<file path="src/rtl/col_loader_pkg.sv">
`timescale 1ns/1ps
package col_loader_pkg;
    localparam int DEF_COLS   = 200;
    localparam int DEF_NARROW = 192;
    localparam int GRAY_W     = 6;
endpackage

</file>
<file path="src/rtl/col_token_chain.sv">
`timescale 1ns/1ps
module col_token_chain #(
    parameter int NUM_COLS    = 200,
    parameter int NARROW_COLS = 192
) (
    input  logic                clk,
    input  logic                rst_n,
    input  logic                tok_in,
    input  logic                dir,
    input  logic                narrow,
    output logic [NUM_COLS-1:0] tok_vec,
    output logic                tok_out
);
    localparam int IDX_W = $clog2(NUM_COLS);
    localparam logic [IDX_W-1:0] LAST_FULL   = IDX_W'(NUM_COLS - 1);
    localparam logic [IDX_W-1:0] LAST_NARROW = IDX_W'(NARROW_COLS - 1);

    typedef struct packed {
        logic [NUM_COLS-1:0] tok;
        logic                tout;
    } chain_t;

    chain_t st_d, st_q;

    logic [IDX_W-1:0]    top_idx;
    logic [IDX_W-1:0]    exit_idx;
    logic [NUM_COLS-1:0] act_mask;
    logic [NUM_COLS-1:0] entry_vec;
    logic [NUM_COLS-1:0] moved;

    always_comb begin
        top_idx  = narrow ? LAST_NARROW : LAST_FULL;
        exit_idx = dir ? '0 : top_idx;
        for (int c = 0; c < NUM_COLS; c++) begin
            act_mask[c]  = (c <= int'(top_idx));
            entry_vec[c] = dir ? (c == int'(top_idx)) : (c == 0);
        end
        moved = dir ? (st_q.tok >> 1) : (st_q.tok << 1);

        st_d      = st_q;
        st_d.tok  = tok_in ? entry_vec : (moved & act_mask);
        st_d.tout = st_d.tok[exit_idx];
    end

    always_ff @(posedge clk or negedge rst_n) begin
        if (!rst_n) st_q <= '0;
        else        st_q <= st_d;
    end

    assign tok_vec = st_q.tok;
    assign tok_out = st_q.tout;
endmodule

</file>
<file path="src/rtl/col_data_store.sv">
`timescale 1ns/1ps
module col_data_store #(
    parameter int NUM_COLS = 200,
    parameter int DATA_W   = 6
) (
    input  logic                         clk,
    input  logic                         rst_n,
    input  logic [NUM_COLS-1:0]          cap_en,
    input  logic [DATA_W-1:0]            data_in,
    input  logic                         lat,
    output logic [NUM_COLS*DATA_W-1:0]   tmp_flat,
    output logic [NUM_COLS*DATA_W-1:0]   held_flat
);
    typedef struct packed {
        logic [DATA_W-1:0] tmp;
        logic [DATA_W-1:0] held;
    } col_t;

    for (genvar c = 0; c < NUM_COLS; c++) begin : g_col
        col_t st_d, st_q;

        always_comb begin
            st_d = st_q;
            if (cap_en[c]) st_d.tmp  = data_in;
            if (lat)       st_d.held = st_q.tmp;
        end

        always_ff @(posedge clk or negedge rst_n) begin
            if (!rst_n) st_q <= '0;
            else        st_q <= st_d;
        end

        assign tmp_flat[c*DATA_W +: DATA_W]  = st_q.tmp;
        assign held_flat[c*DATA_W +: DATA_W] = st_q.held;
    end
endmodule

</file>
<file path="src/rtl/col_token_loader.sv">
`timescale 1ns/1ps
module col_token_loader
    import col_loader_pkg::*;
#(
    parameter int NUM_COLS    = DEF_COLS,
    parameter int NARROW_COLS = DEF_NARROW,
    parameter int DATA_W      = GRAY_W
) (
    input  logic                       clk,
    input  logic                       rst_n,
    input  logic                       tok_in,
    input  logic                       dir,
    input  logic                       narrow,
    input  logic [DATA_W-1:0]          data_in,
    input  logic                       lat,
    output logic                       tok_out,
    output logic [NUM_COLS*DATA_W-1:0] col_data
);
    logic [NUM_COLS-1:0]        tok_vec;
    logic [NUM_COLS*DATA_W-1:0] tmp_vec;

    col_token_chain #(
        .NUM_COLS   (NUM_COLS),
        .NARROW_COLS(NARROW_COLS)
    ) u_chain (
        .clk    (clk),
        .rst_n  (rst_n),
        .tok_in (tok_in),
        .dir    (dir),
        .narrow (narrow),
        .tok_vec(tok_vec),
        .tok_out(tok_out)
    );

    col_data_store #(
        .NUM_COLS(NUM_COLS),
        .DATA_W  (DATA_W)
    ) u_store (
        .clk      (clk),
        .rst_n    (rst_n),
        .cap_en   (tok_vec),
        .data_in  (data_in),
        .lat      (lat),
        .tmp_flat (tmp_vec),
        .held_flat(col_data)
    );
endmodule

</file>
<file path="config.mk">
export PLATFORM = sky130hd
export DESIGN_NAME = col_token_loader
export DESIGN_NICKNAME = d
export VERILOG_FILES = /design/src/rtl/col_loader_pkg.sv /design/src/rtl/col_token_chain.sv /design/src/rtl/col_data_store.sv /design/src/rtl/col_token_loader.sv
export SDC_FILE = /design/constraint.sdc
export NUM_CORES = 2
export LEC_CHECK = 0
export BUFFER_PORTS_ARGS = -buffer_cell sky130_fd_sc_hd__buf_2
export CORE_AREA = 2 2 478 480
export CTS_BUF_LIST = sky130_fd_sc_hd__clkbuf_4
export DETAILED_ROUTE_END_ITERATION = 10
export DIE_AREA = 0 0 480 482
export GPL_TIMING_DRIVEN = 0
export SLEW_MARGIN = 5
export SYNTH_ARGS = -nofsm -noshare
export SYNTH_HDL_FRONTEND = slang
export SYNTH_SLANG_ARGS = --single-unit
</file>
<file path="constraint.sdc">
create_clock -name clk -period 1.52 [get_ports clk]
set_input_delay 0.304 -clock clk [delete_from_list [all_inputs] [get_ports clk]]
set_output_delay 0.304 -clock clk [all_outputs]
set_load 0.01 [all_outputs]
</file>
==> flow_metrics.env <==
export IMPL_status="finished, violations left"
export IMPL_violations="negative setup slack"
export IMPL_grt_pass1_wl_um=430000
export IMPL_multi_input_comb_area_mm2=0.0298
export IMPL_drive_gt1_frac=0.594
export IMPL_cts_buffers=690
export IMPL_r2r_end="u_store.tmp_flat[1011]$_DFFE_PN0P_"
export IMPL_slowest_stage="dfrtp_2"
export IMPL_port_buffers=1203
export IMPL_io_pins=1213
export IMPL_wl_um=302000
export IMPL_start_util=0.432
export IMPL_dp_cells=10153
export IMPL_fill_cells=19252
export IMPL_vias_per_cell=5.03
export IMPL_remaining_drc_errors=0
export IMPL_die_w_um=480
export IMPL_core_area_mm2=0.226
export IMPL_synth_top_area_share=0.666
export IMPL_crit_buf_inv=1
export IMPL_combPwrFrac=0.052
export IMPL_finClkSkew_ns=0.148
export IMPL_fin_crit_sh=1.57
export IMPL_period_minus_slack_ns=2.38
export IMPL_crit_path_max_fanout=2
export IMPL_r2r_setup_slack_ns=0.03
export IMPL_ff2ff_path_depth=2
export IMPL_drv_cap=0
export IMPL_antenna_found_initial=10
export IMPL_wl_per_cell_um=26.3
export IMPL_p_leak_nw=65.3
export IMPL_cts_sinks=2601
export IMPL_worstPathRequired_ns=1.22
export IMPL_sequentialPowerShare=0.512
export IMPL_setup_slack_ns=-0.862
export IMPL_avgSynthCellArea_um2=16.5
export IMPL_maxSlewViolCount=0
export IMPL_hold_class="in -> async"
export IMPL_vdd_ir_drop_max_mv=0.725
export IMPL_row_count=175
export IMPL_die_area_mm2=0.231
export IMPL_worstSetupEndpointType="output pin"
export IMPL_cp_cell_sequence="buf_6"
export IMPL_vias=57777
export IMPL_setup_viol=2133
export IMPL_max_freq_ghz=0.420
export IMPL_place_hpwl_um=210000
export IMPL_ys_top_cells_by_area="dfrtp_1, mux2_2, mux2i_1"
export IMPL_cts_buffer_depth=4
export IMPL_seq_area_frac_synth=0.666
export IMPL_register_area_mm2=0.0651
export IMPL_drtIter0Drc=2547
export IMPL_synth_seq_cells=2601
export IMPL_maxSlewHeadroom=0.199
export IMPL_clk_pin_slew_ns=0.06
export IMPL_ys_warn_count=0
export IMPL_p_sw_frac=0.243
export IMPL_grt_max_degree=156
export IMPL_final_cells=11490
export IMPL_cpPeakStageDelay_ns=0.48
export IMPL_path_class="reg -> out"
export IMPL_cts_root_buf="clkbuf_4"
export IMPL_gp_congestion=0.806
export IMPL_dr_pass1_iters=5
export IMPL_clk_latency_ns=1.44
export IMPL_final_core_util=0.533
export IMPL_grt_pass1_vias=61373
export IMPL_rsz0062_at_grt="true"
export IMPL_critPathLaunchType="flip-flop"
export IMPL_synth_cells=5919
export IMPL_postRouteAntennaNets=0
export IMPL_internal_power_mw=104
export IMPL_grt_usage=0.256
export IMPL_syn2layout_area_growth_pct=23.5
export IMPL_overflow=0
export IMPL_rr_startpoint="u_chain.tok_vec[168]$_DFF_PN0_"
export IMPL_cts_max_level=6
export IMPL_holdWs_ns=0.189
export IMPL_p_switching_mw=33.5
export IMPL_cts_tree="yes"
export IMPL_nNetsFinal=8024
export IMPL_syn_nets=5931
export IMPL_cpLargestDelayFamily="flip-flops"
export IMPL_crit_arrival_ns=2.08
export IMPL_synth_top_area_cell="dfrtp_1"
export IMPL_fp_dieH_um=482
export IMPL_worst_slew_pin_slew_ns=1.20
export IMPL_hold_viol_final=0
export IMPL_yosysUniqueCellTypes=18
export IMPL_clkPwrFrac=0.436
export IMPL_syn_area_mm2=0.0978
export IMPL_power_density_mw_per_mm2=1140
[through the flow]
step | total power, mW | setup TNS (ns) | cell area (µm²) | worst slack, ns
2_1_floorplan | 74.4 | 0 | 97800 | 0.280
3_3_place_gp | 77.4 | - | 108000 | -57.24
3_5_place_dp | 78.5 | -4885.77 | 108000 | -4.07
4_1_cts | 140 | -1539.29 | 119000 | -1.06
5_1_grt | 144 | -1330.35 | 121000 | -1.00
6_report | 138 | -1068.21 | 121000 | -0.862
[kinds of logic after synthesis]
| logic type | count (synthesis) | synth area share |
|---|---|---|
| mux | 2600 | 0.297 |
| simple gates | 203 | 0.00791 |
| buf+inv | 512 | 0.0293 |
| flops | 2601 | 0.666 |
| compound gates | 3 | 0.000179 |
[timing repair]
item / in CTS / in global routing
pin swaps: 0 / 0
endpoints found under the setup margin: 2339 / 2506
cloned: 14 / 9
hold endpoints to repair: 3145 / 901
buffers inserted: 69 / 55
gates resized for setup: 393 / 320
hold buffers: 20 / 9
[power by group through the flow]
stage          Sequential (mW)  Combinational, mW  Clock [mW]
2_1_floorplan             71.8               2.60           0
3_3_place_gp              71.9               5.47           0
3_5_place_dp              71.8               6.64           0
4_1_cts                   70.6               7.14        61.9
5_1_grt                   70.6               7.68        65.9
6_report                  70.6               7.15        60.0
[area by class of cell]
class,instances,area share
flip-flops and latches,2601,0.539
multi-input cells,2806,0.247
repair buffers,1401,0.0891
clock buffers,1008,0.0627
well taps,3009,0.0312
plain buffers,511,0.0238
clock inverters,145,0.00710
diodes,8,0.000166
inverters,1,0.0000311
[how the worst max path moves through the flow]
stage                                             startpoint                                  to  slack, ns  depth (start not counted)
after floorplan                                          lat    u_store.held_flat[0]$_DFFE_PN0P_       0.28                          4
after global placement                                 rst_n  u_store.held_flat[615]$_DFFE_PN0P_     -57.24                          1
after detailed placement                               rst_n   u_store.tmp_flat[616]$_DFFE_PN0P_      -4.07                          8
after CTS                 u_store.held_flat[647]$_DFFE_PN0P_                       col_data[647]      -1.06                          1
after global routing      u_store.held_flat[635]$_DFFE_PN0P_                       col_data[635]      -1.00                          1
final                     u_store.held_flat[647]$_DFFE_PN0P_                       col_data[647]      -0.86                          1
[cells in the mapped netlist]
master,instances
or2_2,1
buf_1,1
a21oi_1,1
or3b_2,1
mux2i_1,200
buf_6,110
mux2_2,2400
nor2b_1,1
inv_1,1
nand3_1,1
buf_4,18
dfrtp_1,2601
nor2_1,197
a211oi_1,1
o21ai_0,1
nand2_1,2
buf_2,38
clkbuf_1,344
[state kept, by name, summed over array words and instances, names as in the netlist]
signal and cells:
u_store.held_flat 1200, u_store.tmp_flat 1200, u_chain.tok_vec 200, u_chain.tok_out 1
[routing by layer]
layer	vias to the layer above	track usage	routed length (µm)
met5	-	0	13
met4	2	0.0984	11400
met3	436	0.0983	25400
met2	1716	0.420	146000
met1	30509	0.305	118000
li1	25114	-	-
[placed cells by master, fill, tap and decap left out, drive strengths merged]
cell / netlist / layout
or2: 1 / 1
bufinv: 0 / 9
a211oi: 1 / 1
clkbuf: 344 / 1361
a21oi: 1 / 1
nand2: 2 / 2
buf: 167 / 1524
nand3: 1 / 1
clkinv: 0 / 116
bufbuf: 0 / 11
o21ai: 1 / 1
diode: 0 / 8
clkinvlp: 0 / 7
mux2i: 200 / 200
or3b: 1 / 1
nor2b: 1 / 1
dfrtp: 2601 / 2601
mux2: 2400 / 2400
dlygate4sd3: 0 / 24
inv: 1 / 14
nor2: 197 / 197
[worst register-to-register path, cell delays in order (launching register included)]
cell and delay (ns):
dfrtp_1 0.32, clkbuf_1 0.64, mux2_2 0.41
No activity file was read; power rests on OpenSTA's default activity.
